[src/rtl/snap_io_pkg.sv]
// Package: shared constants and helpers for the snapshot I/O port.
// Assumes the point count is a positive multiple of the byte width.
package snap_io_pkg;
    localparam int BYTE_W = 8;

    // Width of the byte index for a given number of bytes (at least 1).
    function automatic int sel_width(input int n_bytes);
        return (n_bytes > 1) ? $clog2(n_bytes) : 1;
    endfunction
endpackage

[src/rtl/snap_in_bank.sv]
// Module: input snapshot register and byte read multiplexer.
// Captures all points on the scan strobe. Returns the selected byte while
// a qualified read is active and zero otherwise.
module snap_in_bank
    import snap_io_pkg::*;
#(
    parameter int N_POINTS = 16,
    localparam int N_BYTES = N_POINTS / BYTE_W,
    localparam int SEL_W   = sel_width(N_BYTES)
) (
    input  logic                clk,
    input  logic                rst_n,
    input  logic                snap_en,
    input  logic                rd_en,
    input  logic [SEL_W-1:0]    sel,
    input  logic [N_POINTS-1:0] pins,
    output logic [BYTE_W-1:0]   rdata
);
    logic [N_POINTS-1:0] snap_q;

    // Purpose: freeze every input point in the same edge.
    always_ff @(posedge clk) begin
        if (!rst_n)
            snap_q <= '0;
        else if (snap_en)
            snap_q <= pins;
    end

    // Purpose: drive the selected image byte onto the read bus when qualified.
    always_comb begin
        rdata = '0;
        if (rd_en)
            rdata = snap_q[sel*BYTE_W +: BYTE_W];
    end

    // the image follows the pins only through a strobe.
    a_r2_capture: assert property (@(posedge clk) disable iff (!rst_n)
        snap_en |=> snap_q == $past(pins));
    a_r2_hold: assert property (@(posedge clk) disable iff (!rst_n)
        !snap_en |=> $stable(snap_q));
endmodule

[src/rtl/stage_out_bank.sv]
// Module: per-byte staging registers and the output latch.
// Staging bytes load on qualified writes. The output latch copies the
// whole staged image on the scan strobe and holds it between strobes.
module stage_out_bank
    import snap_io_pkg::*;
#(
    parameter int N_POINTS = 16,
    localparam int N_BYTES = N_POINTS / BYTE_W,
    localparam int SEL_W   = sel_width(N_BYTES)
) (
    input  logic                clk,
    input  logic                rst_n,
    input  logic                load_en,
    input  logic                wr_en,
    input  logic [SEL_W-1:0]    sel,
    input  logic [BYTE_W-1:0]   wdata,
    output logic [N_POINTS-1:0] pins
);
    logic [N_POINTS-1:0] stage_q;
    logic [N_POINTS-1:0] out_q;

    for (genvar g = 0; g < N_BYTES; g++) begin : g_stage
        // Purpose: capture a host byte into this staging slot.
        always_ff @(posedge clk) begin
            if (!rst_n)
                stage_q[g*BYTE_W +: BYTE_W] <= '0;
            else if (wr_en && (sel == SEL_W'(g)))
                stage_q[g*BYTE_W +: BYTE_W] <= wdata;
        end
    end

    // Purpose: move the full staged image to the pins in one edge.
    always_ff @(posedge clk) begin
        if (!rst_n)
            out_q <= '0;
        else if (load_en)
            out_q <= stage_q;
    end

    assign pins = out_q;

    // staging changes only on a qualified write.
    a_r7_stage_hold: assert property (@(posedge clk) disable iff (!rst_n)
        !wr_en |=> $stable(stage_q));
    // the strobe transfers the image staged before that edge.
    a_r6_load: assert property (@(posedge clk) disable iff (!rst_n)
        load_en |=> out_q == $past(stage_q));
    a_r6_hold: assert property (@(posedge clk) disable iff (!rst_n)
        !load_en |=> $stable(out_q));
endmodule

[src/rtl/snap_io_port.sv]
// Module: top of the snapshot double-buffered digital I/O port.
// Qualifies bus strobes with chip select and ties both directions to the
// shared scan-start strobe. Assumes N_POINTS is a multiple of 8.
module snap_io_port
    import snap_io_pkg::*;
#(
    parameter int N_POINTS = 16,
    localparam int N_BYTES = N_POINTS / BYTE_W,
    localparam int SEL_W   = sel_width(N_BYTES)
) (
    input  logic                clk,
    input  logic                rst_n,
    input  logic                scan_stb,
    input  logic                cs_n,
    input  logic                rd_n,
    input  logic                wr_n,
    input  logic [SEL_W-1:0]    byte_sel,
    input  logic [BYTE_W-1:0]   wdata,
    output logic [BYTE_W-1:0]   rdata,
    input  logic [N_POINTS-1:0] pin_in,
    output logic [N_POINTS-1:0] pin_out
);
    logic rd_en;
    logic wr_en;

    // Purpose: accept a bus access only while the module is selected.
    assign rd_en = !cs_n && !rd_n;
    assign wr_en = !cs_n && !wr_n;

    snap_in_bank #(.N_POINTS(N_POINTS)) u_in (
        .clk     (clk),
        .rst_n   (rst_n),
        .snap_en (scan_stb),
        .rd_en   (rd_en),
        .sel     (byte_sel),
        .pins    (pin_in),
        .rdata   (rdata)
    );

    stage_out_bank #(.N_POINTS(N_POINTS)) u_out (
        .clk     (clk),
        .rst_n   (rst_n),
        .load_en (scan_stb),
        .wr_en   (wr_en),
        .sel     (byte_sel),
        .wdata   (wdata),
        .pins    (pin_out)
    );

    // an unqualified cycle never drives read data.
    a_r4_idle_bus: assert property (@(posedge clk) disable iff (!rst_n)
        (cs_n || rd_n) |-> (rdata == '0));
endmodule

[config.mk]
export PLATFORM = sky130hd
export DESIGN_NAME = snap_io_port
export DESIGN_NICKNAME = d
export VERILOG_FILES = /design/src/rtl/snap_io_pkg.sv /design/src/rtl/snap_in_bank.sv /design/src/rtl/stage_out_bank.sv /design/src/rtl/snap_io_port.sv
export SDC_FILE = /design/constraint.sdc
export NUM_CORES = 1
export LEC_CHECK = 0
export ABC_AREA = 1
export CORE_MARGIN = 4
export CORE_UTILIZATION = 40
export CTS_BUF_LIST = sky130_fd_sc_hd__clkbuf_16
export CTS_CLUSTER_DIAMETER = 150
export DETAILED_ROUTE_END_ITERATION = 8
export GPL_ROUTABILITY_DRIVEN = 0
export PLACE_DENSITY = 0.74
export SETUP_SLACK_MARGIN = 0.2
export SLEW_MARGIN = 20
export SYNTH_ARGS = -nofsm -noshare
export SYNTH_HDL_FRONTEND = slang
export SYNTH_SLANG_ARGS = --single-unit
[constraint.sdc]
create_clock -name clk -period 0.8 [get_ports clk]
set_input_delay 0.12 -clock clk [delete_from_list [all_inputs] [get_ports clk]]
set_output_delay 0.12 -clock clk [all_outputs]
set_load 0.01 [all_outputs]
# Word level (Yosys, flattened, before mapping)
# Index checks and enable logic that the tools add are counted.
# totals
regBits,48
input_bits,31
output_inout_bits,24
elab_cells,14
# op_classes
n_shift,1
mux,1
bitwise_logic,1
reduce_logical,7
# ops
op,n
variable part select 16 x 5 -> 8 bit,1
two-way mux 8 bit,1
logical AND 1 bit,4
zero test 1 bit,3
NOT 1 bit,1

# Logic depth before layout (Yosys ltp)
# depth
word_depth,3
mapped_depth,6
ltp_nobuf,4

# Hierarchy
# A second synthesis with hierarchy kept.
# hier_totals
hier_cells,303
hier_area_um2,2055.7
# by_module_without_submodules
module,instances,cells_per_inst,area_each_um2,seq_area_each_um2
stage_out_bank,1,157,1202.4,640.6
snap_in_bank,1,144,845.8,320.3
snap_io_port,1,2,7.5,0.0

# Worst setup path after synthesis
# Ideal clock, no wire load.
# synth_path
path_kind,input-to-output
startpoint,input port cs_n
endpoint,output port rdata[0]
arrival_time_ns,0.637
required_time_ns,0.680
slack_ns,0.043
path_stages,3
n_path_buf,1
cell_sequence,or2_0 -> buf_4 -> a21oi_2
# synth_via
elab_chain_len,3
# synth_lines
item,line_no,text
"start, declared",snap_io_port.sv:14,"input logic cs_n,"
zero test 1 bit,snap_io_port.sv:27,assign rd_en = !cs_n && !rd_n;
logical AND 1 bit,snap_io_port.sv:27,
two-way mux 8 bit,snap_in_bank.sv:32,if (rd_en)
"end, declared",snap_io_port.sv:19,"output logic [BYTE_W-1:0] rdata,"
# No other way between the ends.

# Worst setup path in the final report
# layout_path
startpoint,register u_in.snap_q[6]
endpoint,output port rdata[6]
# layout_via
elab_chain_len,2
# layout_lines
item,line_no,text
"start, declared",snap_in_bank.sv:19,logic [N_POINTS-1:0] snap_q;
"start signal, assigned",snap_in_bank.sv:26,snap_q <= pins;
variable part select 16 x 5 -> 8 bit,snap_in_bank.sv:33,rdata = snap_q[sel*BYTE_W +: BYTE_W];
two-way mux 8 bit,snap_in_bank.sv:32,
# No other way between the ends.

==> flow_summary.yaml <==
clocking:
  cts-buffers-inserted: 5
  cts_tree: "done"
  htree_levels: 2
  root_buffer: "clkbuf_16"
  clk_pin_slew_ns: 0.06
  worstSkewPairLatency_ns: 0.28
  clock-sinks: 48
  cts_buffer_depth: 2
grt:
  antenna_found_initial: 0
  overflow: 0
  grt_pass1_vias: 1893
  grt_max_degree: 25
  grt_pass1_wl_um: 9160
  grt_use_total_pct: 18.9
setup_path:
  critical_path_class: "register to output port"
  required_ns: 0.68
  worstPathMaxFanout: 2
  worstSetupStartpointType: "register"
  critical_path.cell_chain: "nand2_2 > a21oi_2 > buf_2"
  cp_slowest_cell: "dfxtp_2"
  cpPeakStageDelay_ns: 0.34
  crit_path_end_kind: "output port"
  cp_data_arrival_time_ns: 0.94
timing:
  rsz0062_at_grt: "yes"
  hold_slack_ns: 0.347
  hold_violations: 0
  fin_ws_ns: -0.261
  maxSlewHeadroom_pct: 86.0
  clock_skew_ns: 0.00110
  worst_pin_slew_ns: 0.209
  setup_viol: 24
  drv_slew: 0
  post-route-period-util_pct: 133
  min_period_ns: 1.06
  max_freq_mhz: 943
detailed_routing:
  detail_route.first_pass.iterations: 4
  antenna_left: 0
  via_per_inst: 5.04
  wl_per_cell_um: 15.1
  drc_errors: 0
  drt_wl_total_um: 6030
  vias: 2009
  drt_iter0_drc: 72
power:
  pwr_density_cell_mw_per_mm2: 1920
  clockPowerShare_pct: 40.9
  switching_power_mw: 1.50
  leakagePower_nw: 1.39
  pwr-share-seq_pct: 41.7
  internal_power_mw: 4.92
  peakVddDrop_uv: 1350
  comb_power_share_pct: 17.5
  swShare_pct: 23.3
run_status:
  failed_checks: "setup timing"
  status: "complete, but fails checks"
yosys:
  synth_cells: 264
  syn-cell-area_mm2: 0.00201
  yosys_warnings: 0
  synth_area_leaders: "dfxtp_1 (48%), nor2_1 (15%), o21ai_0 (8.0%)"
  synth.distinct_cells: 16
  yosysSeqAreaShare_pct: 47.8
  syn_nets: 295
  ys_seq_elements: 48
  yosysTopAreaCell: "dfxtp_1"
  synth_top_area_share_pct: 47.8
  postSynthAreaPerCell_um2: 7.62
cells_and_area:
  final_nets: 363
  syn_to_final_growth_pct: 66.5
  drive_gt1_share_pct: 56.0
  nFillCells: 377
  diodes: 0
  finalNonFillerCells: 399
floorplan:
  fp-row-count: 25
  design.die.area_mm2: 0.00623
  io_pins: 55
  die_w_um: 78.9
  design.core.area_mm2: 0.00479
  start_util_pct: 42.0
  die_h_um: 78.9
placement:
  dp_slack_ns: -0.915
  hpwl_um: 3100
  numPortBuffers: 54
  dp.cells: 376
worst_hold_path:
  hold_class: "input port to register"
job:
  drv_cap: 0
-- per-stage QoR --
step	instance area [um^2]	power, mW	TNS [ns]	utilization, %
after global placement	2660	3.49	-30.14	55.7
after detailed placement	2660	3.50	-30.26	55.7
after CTS	3170	6.31	-2.63	66.3
after global routing	3350	6.65	-3.59	70.0
final	3350	6.42	-2.73	70.0
after floorplan	2090	3.15	0	-
-- power groups by stage --
stage          registers, mW  logic [mW]  clock network, mW
2_1_floorplan           2.67       0.474                  0
3_3_place_gp            2.66       0.824                  0
3_5_place_dp            2.67       0.834                  0
4_1_cts                 2.66        1.01               2.64
5_1_grt                 2.69        1.21               2.75
6_report                2.68        1.12               2.62
-- worst max-delay path, delay by kind of cell (launching register included) --
kind            cells  cell delay [ns]
flops               1             0.34
simple gates        1             0.06
compound gates      1             0.12
buf+inv             1             0.13
-- synthesized netlist by cell type (all sizes together) --
master,number
dfxtp,48
or2,1
buf,15
clkbuf,5
nor2,81
nand3,16
inv,10
o21ai,32
a21oi,24
nand2,32
-- logic make-up after synthesis --
logic type	after synthesis	synth area share [%]
buffers and inverters	30	10.0
AO/OA/AOI/OAI	56	15.4
AND/OR/NAND/NOR	130	26.8
flip-flops	48	47.8
-- sequential cells by signal, indices dropped and copies added (netlist names) --
| signal | count |
|---|---|
| u_out.stage_q | 16 |
| u_in.snap_q | 16 |
| u_out.pins | 16 |
-- layout by cell type (no fill, tap or decap), types with 10 or more instances in the layout --
cell,instances
nor2_1,72
o21ai_1,13
nand2_2,15
nand2_1,16
dfxtp_2,42
buf_4,10
a21oi_2,22
o21ai_2,18
buf_6,25
nand3_2,11
clkdlybuf4s50_1,24
-- timing repair --
action / CTS / global route
buffers inserted: 3 / 8
pin swaps: 26 / 21
hold buffers: 0 / 0
gates resized for setup: 215 / 42
cloned: 5 / 0
setup endpoints to repair: 72 / 67
-- layout make-up --
| type | instances | area [um^2] | area share [%] |
|---|---|---|---|
| Tap cell | 67 | 83.8 | 2.50 |
| Timing Repair Buffer | 81 | 912 | 27.2 |
| Multi-Input combinational cell | 186 | 1100 | 33.0 |
| Inverter | 10 | 50.0 | 1.49 |
| Clock inverter | 2 | 60.1 | 1.79 |
| Sequential cell | 48 | 1010 | 30.3 |
| Clock buffer | 5 | 125 | 3.74 |
-- final timing paths --
kind	endpoint	slack, ns	from	cells after the start
max	rdata[6]	-0.26	u_in.snap_q[6]	3
min	u_out.stage_q[7]	0.35	wr_n	6
max reg2reg	u_in.snap_q[9]	0.08	u_in.snap_q[9]	3
min reg2reg	u_out.pins[1]	0.47	u_out.stage_q[1]	2
-- layer usage --
metal  wire length [um]  vias to the layer above  GRT usage, %  share of wire [%]
met5                  0                        -             0                  0
li1                   -                      985             -                  -
met3                332                        7          4.54                5.5
met4                 72                        0          4.64                1.2
met1               2520                      961          22.7                 42
met2               3110                       56          33.9                 52
No activity file was read; power rests on OpenSTA's default activity.
